**src/rtl/bls_pkg.sv**
```systemverilog
package bls_pkg;
   function automatic bit width_ok(int w);
      return (w == 16) || (w == 32) || (w == 64);
   endfunction

   function automatic int lanes_of(int w);
      return w / 8;
   endfunction
endpackage

```
**src/rtl/bls_region.sv**
```systemverilog
module bls_region #(
   parameter int HI_W = 13
) (
   input  logic [HI_W-1:0] hi_bits,
   input  logic            mem_io,
   output logic            hit
);
   logic [HI_W-1:0] acc;
   // a chain of AND terms; one per compared address bit
   for (genvar k = 0; k < HI_W; k++) begin : g_and
      if (k == 0) begin : g_first
         assign acc[k] = hi_bits[k];
      end else begin : g_next
         assign acc[k] = acc[k-1] & hi_bits[k];
      end
   end
   assign hit = mem_io & acc[HI_W-1];
endmodule

```
**src/rtl/bls_qualify.sv**
```systemverilog
module bls_qualify (
   input  logic mem_io,
   input  logic wr_rd,
   input  logic rd_n,
   input  logic hit,
   output logic mem_wr,
   output logic rd_en
);
   assign mem_wr = mem_io & wr_rd;
   assign rd_en  = ~rd_n & hit;
endmodule

```
**src/rtl/bls_lanes.sv**
```systemverilog
module bls_lanes #(
   parameter int LANES = 8
) (
   input  logic [LANES-1:0] be_n,
   input  logic             mem_wr,
   input  logic             rd_en,
   input  logic             hit,
   output logic [LANES-1:0] wr_n,
   output logic [LANES-1:0] sel
);
   for (genvar i = 0; i < LANES; i++) begin : g_lane
      logic lane_wr;
      assign lane_wr = mem_wr & ~be_n[i];
      assign wr_n[i] = ~lane_wr;
      assign sel[i]  = (hit & lane_wr) | rd_en;
   end
endmodule

```
**src/rtl/bls_outreg.sv**
```systemverilog
module bls_outreg #(
   parameter int W       = 8,
   parameter bit REG_OUT = 1'b0
) (
   input  logic         clk,
   input  logic         rst_n,
   input  logic [W-1:0] rst_val,
   input  logic [W-1:0] d,
   output logic [W-1:0] q
);
   logic [W-1:0] q_r;

   always_ff @(posedge clk or negedge rst_n) begin
      if (!rst_n) q_r <= rst_val;
      else        q_r <= d;
   end

   if (REG_OUT) begin : g_reg
      assign q = q_r;
   end else begin : g_comb
      assign q = d;
   end
endmodule

```
**src/rtl/bank_lane_decoder.sv**
```systemverilog
module bank_lane_decoder
   import bls_pkg::*;
#(
   parameter int DATA_W     = 64,
   parameter int ADDR_W     = 32,
   parameter int REGION_LSB = 19,
   parameter bit REG_OUT    = 1'b0,
   localparam int LANES     = DATA_W / 8,
   localparam int LANE_BITS = $clog2(LANES),
   localparam int BA_W      = ADDR_W - LANE_BITS
) (
   input  logic              clk,
   input  logic              rst_n,
   input  logic [LANES-1:0]  be_n,
   input  logic              mem_io,
   input  logic              wr_rd,
   input  logic              rd_n,
   input  logic [ADDR_W-1:0] addr,
   output logic [LANES-1:0]  wr_n,
   output logic              oe_n,
   output logic              cs_n,
   output logic [LANES-1:0]  bank_sel,
   output logic [BA_W-1:0]   bank_addr
);
   localparam int HI_W  = ADDR_W - REGION_LSB;
   localparam int PACK_W = LANES + 2 + LANES + BA_W;

   if (!width_ok(DATA_W)) begin : g_bad_width
      $error("bank_lane_decoder: DATA_W must be 16, 32 or 64");
   end
   if (REGION_LSB <= LANE_BITS || REGION_LSB >= ADDR_W) begin : g_bad_region
      $error("bank_lane_decoder: REGION_LSB out of range");
   end

   logic             hit;
   logic             mem_wr;
   logic             rd_en;
   logic [LANES-1:0] wr_n_c;
   logic [LANES-1:0] sel_c;

   bls_region #(.HI_W(HI_W)) u_region (
      .hi_bits (addr[ADDR_W-1:REGION_LSB]),
      .mem_io  (mem_io),
      .hit     (hit)
   );

   bls_qualify u_qual (
      .mem_io (mem_io),
      .wr_rd  (wr_rd),
      .rd_n   (rd_n),
      .hit    (hit),
      .mem_wr (mem_wr),
      .rd_en  (rd_en)
   );

   bls_lanes #(.LANES(LANES)) u_lanes (
      .be_n   (be_n),
      .mem_wr (mem_wr),
      .rd_en  (rd_en),
      .hit    (hit),
      .wr_n   (wr_n_c),
      .sel    (sel_c)
   );

   logic [PACK_W-1:0] pack_d;
   logic [PACK_W-1:0] pack_q;
   logic [PACK_W-1:0] pack_rst;

   assign pack_d   = {wr_n_c, ~rd_en, ~hit, sel_c, addr[ADDR_W-1:LANE_BITS]};
   assign pack_rst = {{LANES{1'b1}}, 1'b1, 1'b1, {LANES{1'b0}}, {BA_W{1'b0}}};

   bls_outreg #(.W(PACK_W), .REG_OUT(REG_OUT)) u_out (
      .clk     (clk),
      .rst_n   (rst_n),
      .rst_val (pack_rst),
      .d       (pack_d),
      .q       (pack_q)
   );

   assign {wr_n, oe_n, cs_n, bank_sel, bank_addr} = pack_q;
endmodule

```
**config.mk**
```make
export PLATFORM = sky130hd
export DESIGN_NAME = bank_lane_decoder
export DESIGN_NICKNAME = d
export VERILOG_FILES = /design/src/rtl/bls_pkg.sv /design/src/rtl/bls_region.sv /design/src/rtl/bls_qualify.sv /design/src/rtl/bls_lanes.sv /design/src/rtl/bls_outreg.sv /design/src/rtl/bank_lane_decoder.sv
export SDC_FILE = /design/constraint.sdc
export NUM_CORES = 1
export LEC_CHECK = 0
export BUFFER_PORTS_ARGS = -buffer_cell sky130_fd_sc_hd__buf_4
export CELL_PAD_IN_SITES_DETAIL_PLACEMENT = 1
export CELL_PAD_IN_SITES_GLOBAL_PLACEMENT = 1
export CORE_MARGIN = 2
export CORE_UTILIZATION = 11
export DETAILED_ROUTE_END_ITERATION = 12
export PLACE_DENSITY = 0.92
export SLEW_MARGIN = 10
export SYNTH_ARGS = -nofsm -noshare
export SYNTH_HDL_FRONTEND = slang
export SYNTH_SLANG_ARGS = --single-unit
```
**constraint.sdc**
```tcl
create_clock -name vclk -period 1.29
set_clock_uncertainty 0.1 [all_clocks]
set_input_delay 0 -clock vclk [all_inputs]
set_output_delay 0 -clock vclk [all_outputs]
set_load 0.02 [all_outputs]
```
==> qor.csv, run 1 <==
stage;metric;value;unit
sta;finalCriticalPeriod;1.25;ns
floorplan;rows;20;
worst_setup_path;path_cells;buf_6 -> nand4_1 -> or4_4 -> or2_1 -> buf_6;
power_and_ir_drop;p_leak;0.376;nW
worst_setup_path;crit_cells;5;
floorplan;core_area;3100;um2
sta;whs;0.0917;ns
sta;tightest_slew;0.255;ns
status;status;completed;
sta;setup_viol;0;
sta;drv_slew;0;
final_layout;finalInstanceArea;785;um2
sta;rsz0062_at_grt;true;
detailed_routing;vias_per_cell;3.60;
synth;yosysSeqAreaShare;0;%
final_layout;final_util;25.3;%
synth;syn_nets;99;
sta;fmax;0.798;GHz
sta;setup_tns;0;ns
min_path;hold_class;primary input to output pin;
detailed_routing;ant_nets;0;
sta;relSlewSlack;83.0;%
worst_setup_path;slowest_delay;0.60;ns
detailed_routing;wl_per_cell;11.1;um
floorplan;dieArea;3810;um2
placement;hpwl;1120;um
final_layout;layout-drive-gt1-share;68.1;%
power_and_ir_drop;power_density;320;nW/um2
floorplan;die_h;61.7;um
global_route;grt_pass1_wl;1990;um
worst_setup_path;cp.buffers_inverters;2;
global_route;globalRouteOverflowTotal;0;
final_layout;diodes;0;
floorplan;ios;92;
floorplan;die_width;61.7;um
global_route;grt_start_max_net_pins;11;
global_route;gr-usage-all-layers;6.59;%
final_layout;fin_nets;141;
detailed_routing;num_vias;497;
final_layout;layout.area.seq;0;um2
job;maxCapViolations;0;
synth;yosysWarningCount;0;
synth;netlist_instances;54;
worst_setup_path;required;1.19;ns
sta;hold_viol_final;0;
final_layout;nFlopsAndLatches;0;
worst_setup_path;path_max_fanout;10;
floorplan;initial_core_util;11.8;%
detailed_routing;routed_wl;1530;um
detailed_routing;drt_first_iter_violations;3;
placement;buffer_ports.inserted;55;
global_route;antenna_found_initial;0;
worst_setup_path;start_kind;primary input;
synth;netlist_area;367;um2
final_layout;areaGrowthSynthToFinish;114;%
final_layout;layout_commonest_cell;buf_4;
final_layout;clkbuf_count;0;
cts;cts_setup_buffers;0;
placement;dpl_cell_area;602;um2
final_layout;most-common-layout-cells;buf_4 (49), dlygate4sd3_1 (16), or2_2 (8), a21oi_1 (8), buf_6 (6);
worst_setup_path;worstPathArrival;1.15;ns
min_path;worstHoldStart;addr[30];
worst_setup_path;crit_top_cell;buf_6;
sta;min_period_over_period;97.1;%
min_path;whs_path_depth;2;
worst_setup_path;crit_type;primary input to output pin;
synth;syn_area_per_cell;6.79;um2
synth;yosysUniqueCellTypes;9;
detailed_routing;dr.pass1.iters;2;
global_route;first_global_vias;462;
power_and_ir_drop;vdd_drop_max;0.0876;mV
worst_setup_path;cp_slowest_cell;or4_4;
final_layout;fillers;398;
worst_setup_path;crit_family;simple AND/OR/NAND/NOR gates;
min_path;hold_path_end;bank_addr[27];
placement;finalWeightedCongestion;0.608;
detailed_routing;drc_errors;0;
worst_setup_path;endpoint_kind;output pin;
==> layout make-up <==
class | instances | area, um2 | share of cell area, %
timing repair buffer | 71 | 596 | 75.9
tap | 44 | 55.1 | 7.02
multi-input combinational | 23 | 134 | 17.1
==> synth_stat cells (all sizes together) <==
library cell / count / share of area, %
or2: 9 / 15
nand2: 2 / 2.0
buf: 31 / 63
or4: 1 / 3.1
nand4: 3 / 5.1
a21oi: 8 / 11
==> where the power goes <==
part	internal [W]	switching (W)
Clock	0	0
Sequential	0	0
Combinational	0.000130	0.000122
Total	0.000130	0.000122
==> routing by layer <==
layer | vias up | GRT usage [%] | part of all wire, %
met4 | 0 | 0 | 0
met1 | 220 | 6.71 | 30
met5 | - | 0 | 0
met2 | 48 | 14.9 | 57
li1 | 229 | - | -
met3 | 0 | 0.414 | 13
==> repair_timing <==
| action | 4_1_cts | 5_1_grt |
|---|---|---|
| setup endpoints to repair | 1 | 1 |
| cloned | 0 | 0 |
| resized for setup | 0 | 6 |
| pin swaps | 1 | 1 |
| hold endpoints to repair | 16 | 0 |
| hold buffers | 16 | 0 |
==> logic make-up after synthesis <==
family,synth area share (%)
AND/OR/NAND/NOR,25.6
buffers and inverters,63.5
AO/OA/AOI/OAI,10.9
==> worst max-delay path by stage <==
stage                  endpoint     start  slack, ns
finish                     oe_n  addr[22]       0.04
global route               oe_n  addr[22]      -0.02
CTS                        oe_n  addr[20]     -0.007
detailed placement         oe_n  addr[28]      -0.01
global placement           oe_n  addr[28]      0.006
floorplan           bank_sel[0]  addr[28]        0.1
==> metrics by stage <==
stage,power [W],setup WS (ns),std cells
after floorplan,0.000163,0.0964,54
after global placement,0.000169,0.00636,122
after detailed placement,0.000172,-0.0145,122
after CTS,0.000248,-0.00715,138
after global routing,0.000267,-0.0225,138
final,0.000251,0.0375,138
Power figures use the tool's default switching activity.
==> inputs of run 2 (changes only) <==
--- a/config.mk
+++ b/config.mk
@@ -9,10 +9,11 @@
 export CELL_PAD_IN_SITES_DETAIL_PLACEMENT = 1
 export CELL_PAD_IN_SITES_GLOBAL_PLACEMENT = 1
 export CORE_MARGIN = 2
-export CORE_UTILIZATION = 11
+export CORE_UTILIZATION = 16
 export DETAILED_ROUTE_END_ITERATION = 12
-export PLACE_DENSITY = 0.92
+export PLACE_DENSITY = 0.94
 export SLEW_MARGIN = 10
 export SYNTH_ARGS = -nofsm -noshare
 export SYNTH_HDL_FRONTEND = slang
+export SYNTH_HIERARCHICAL = 1
 export SYNTH_SLANG_ARGS = --single-unit
==> qor.csv, run 2 <==
stage;metric;value;unit;change
synth;netlist_area;529;um2;+44%
global_route;globalRouteOverflowTotal;0;;unchanged
sta;fmax;0.788;GHz;-1.2%
final_layout;areaGrowthSynthToFinish;59.1;%;
final_layout;layout-drive-gt1-share;60.2;%;-7.9 points
worst_setup_path;endpoint_kind;output pin;;
sta;min_period_over_period;98.3;%;+1.2 points
global_route;antenna_found_initial;0;;unchanged
final_layout;diodes;0;;unchanged
detailed_routing;num_vias;501;;+0.80%
synth;syn_nets;118;;+19%
final_layout;layout_commonest_cell;buf_4;;
detailed_routing;drt_first_iter_violations;9;;+6
power_and_ir_drop;p_switching;0.000124;W;+1.9%
detailed_routing;vias_per_cell;3.53;;-2.0%
floorplan;core_area;3100;um2;unchanged
power_and_ir_drop;clkPwrFrac;0;%;unchanged
sta;tightest_slew;0.337;ns;+0.0819 ns
placement;buffer_ports.inserted;55;;unchanged
detailed_routing;wl_per_cell;11.5;um;+3.7%
floorplan;dieArea;3780;um2;-0.70%
worst_setup_path;crit_type;primary input to output pin;;
final_layout;final_util;27.1;%;+1.9 points
power_and_ir_drop;power_density;300;nW/um2;-6.4%
floorplan;die_h;61.5;um;-0.35%
detailed_routing;dr.pass1.iters;2;;unchanged
detailed_routing;routed_wl;1630;um;+6.7%
sta;hold_viol_final;0;;unchanged
floorplan;die_width;61.5;um;-0.35%
placement;finalWeightedCongestion;0.670;;+10%
final_layout;fillers;387;;-2.8%
sta;setup_tns;0;ns;unchanged
power_and_ir_drop;internal_power;0.000128;W;-0.90%
floorplan;ios;92;;unchanged
power_and_ir_drop;pwr-share-comb;100.0;%;about the same
sta;rsz0062_at_grt;true;;
final_layout;clkbuf_count;0;;unchanged
worst_setup_path;start_kind;primary input;;
power_and_ir_drop;p_leak;0.387;nW;+3.1%
final_layout;most-common-layout-cells;buf_4 (51), dlygate4sd3_1 (16), nand2b_1 (8), o21bai_1 (8), buf_6 (4);;
sta;whs;0.0971;ns;+0.00542 ns
sta;relSlewSlack;77.4;%;-5.6 points
detailed_routing;drc_errors;0;;unchanged
worst_setup_path;worstPathArrival;1.17;ns;+0.02 ns
final_layout;multiInputGateArea;188;um2;+40%
power_and_ir_drop;vdd_drop_max;0.123;mV;+41%
global_route;gr-usage-all-layers;7.08;%;+0.49 points
global_route;grt_start_max_net_pins;9;;-2
power_and_ir_drop;pwr-share-seq;0;%;unchanged
power_and_ir_drop;power.total;0.000252;W;+0.48%
final_layout;fin_nets;145;;+2.8%
synth;netlist_instances;73;;+35%
floorplan;initial_core_util;17.1;%;+5.2 points
power_and_ir_drop;switching_share;49.1;%;+0.71 points
sta;setup_viol;0;;unchanged
global_route;first_global_vias;433;;-6.3%
floorplan;rows;20;;unchanged
placement;hpwl;1130;um;+1.4%
min_path;hold_class;primary input to output pin;;
detailed_routing;ant_nets;0;;unchanged
sta;finalCriticalPeriod;1.27;ns;+0.0158 ns
worst_setup_path;required;1.19;ns;about the same
synth;yosysWarningCount;6;;+6
worst_setup_path;path_max_fanout;5;;-5
final_layout;nFlopsAndLatches;0;;unchanged
sta;fin_ws;0.0217;ns;-0.0158 ns
sta;drv_slew;0;;unchanged
placement;pre_cts_ws;-0.0256;ns;-0.0111 ns
global_route;grt_pass1_wl;2040;um;+2.4%
synth;syn_area_per_cell;7.25;um2;+6.8%
status;status;completed;;
job;maxCapViolations;0;;unchanged
final_layout;layout.area.seq;0;um2;unchanged
-- run 2: final timing paths --
check / start / cells after the start / slack [ns] / endpoint
worst max-delay path: mem_io / 6 / 0.02 / bank_sel[5]
worst min-delay path: addr[29] / 2 / 0.1 / bank_addr[26]
-- run 2: repair_timing --
item / CTS / global route
hold buffers: 16 / 0
endpoints found under the hold margin: 16 / 0
buffers inserted: 0 / 0
cloned: 1 / 0
gates resized for setup: 7 / 0
setup endpoints to repair: 8 / 8
pin swaps: 2 / 0
-- run 2: per-stage QoR --
stage | instances | instance area (um2)
2_1_floorplan | 73 | 529
3_3_place_gp | 125 | 644
3_5_place_dp | 125 | 644
4_1_cts | 142 | 842
5_1_grt | 142 | 842
6_report | 142 | 842
-- run 2: area by class of cell --
cell class | count | share of cell area [%]
repair buffers | 71 | 69.8
inverters | 3 | 1.34
multi-input cells | 24 | 22.3
well taps | 44 | 6.54
-- run 2: layer usage --
metal / routed length [um] / track usage, %
met5: 0 / 0
met2: 941 / 15.9
met1: 491 / 7.33
met3: 198 / 0.210
met4: 0 / 0
-- run 2: power groups by stage --
stage	Combinational, W	Clock, W	Sequential, W
2_1_floorplan	0.000174	0	0
3_3_place_gp	0.000167	0	0
3_5_place_dp	0.000170	0	0
4_1_cts	0.000254	0	0
5_1_grt	0.000265	0	0
6_report	0.000252	0	0
-- run 2: worst max-delay path, cell delays in order --
cell      delay [ns]
buf_6           0.07
nand4_1         0.14
nor4_4          0.40
nor2b_4         0.27
o21bai_1        0.13
buf_4           0.16
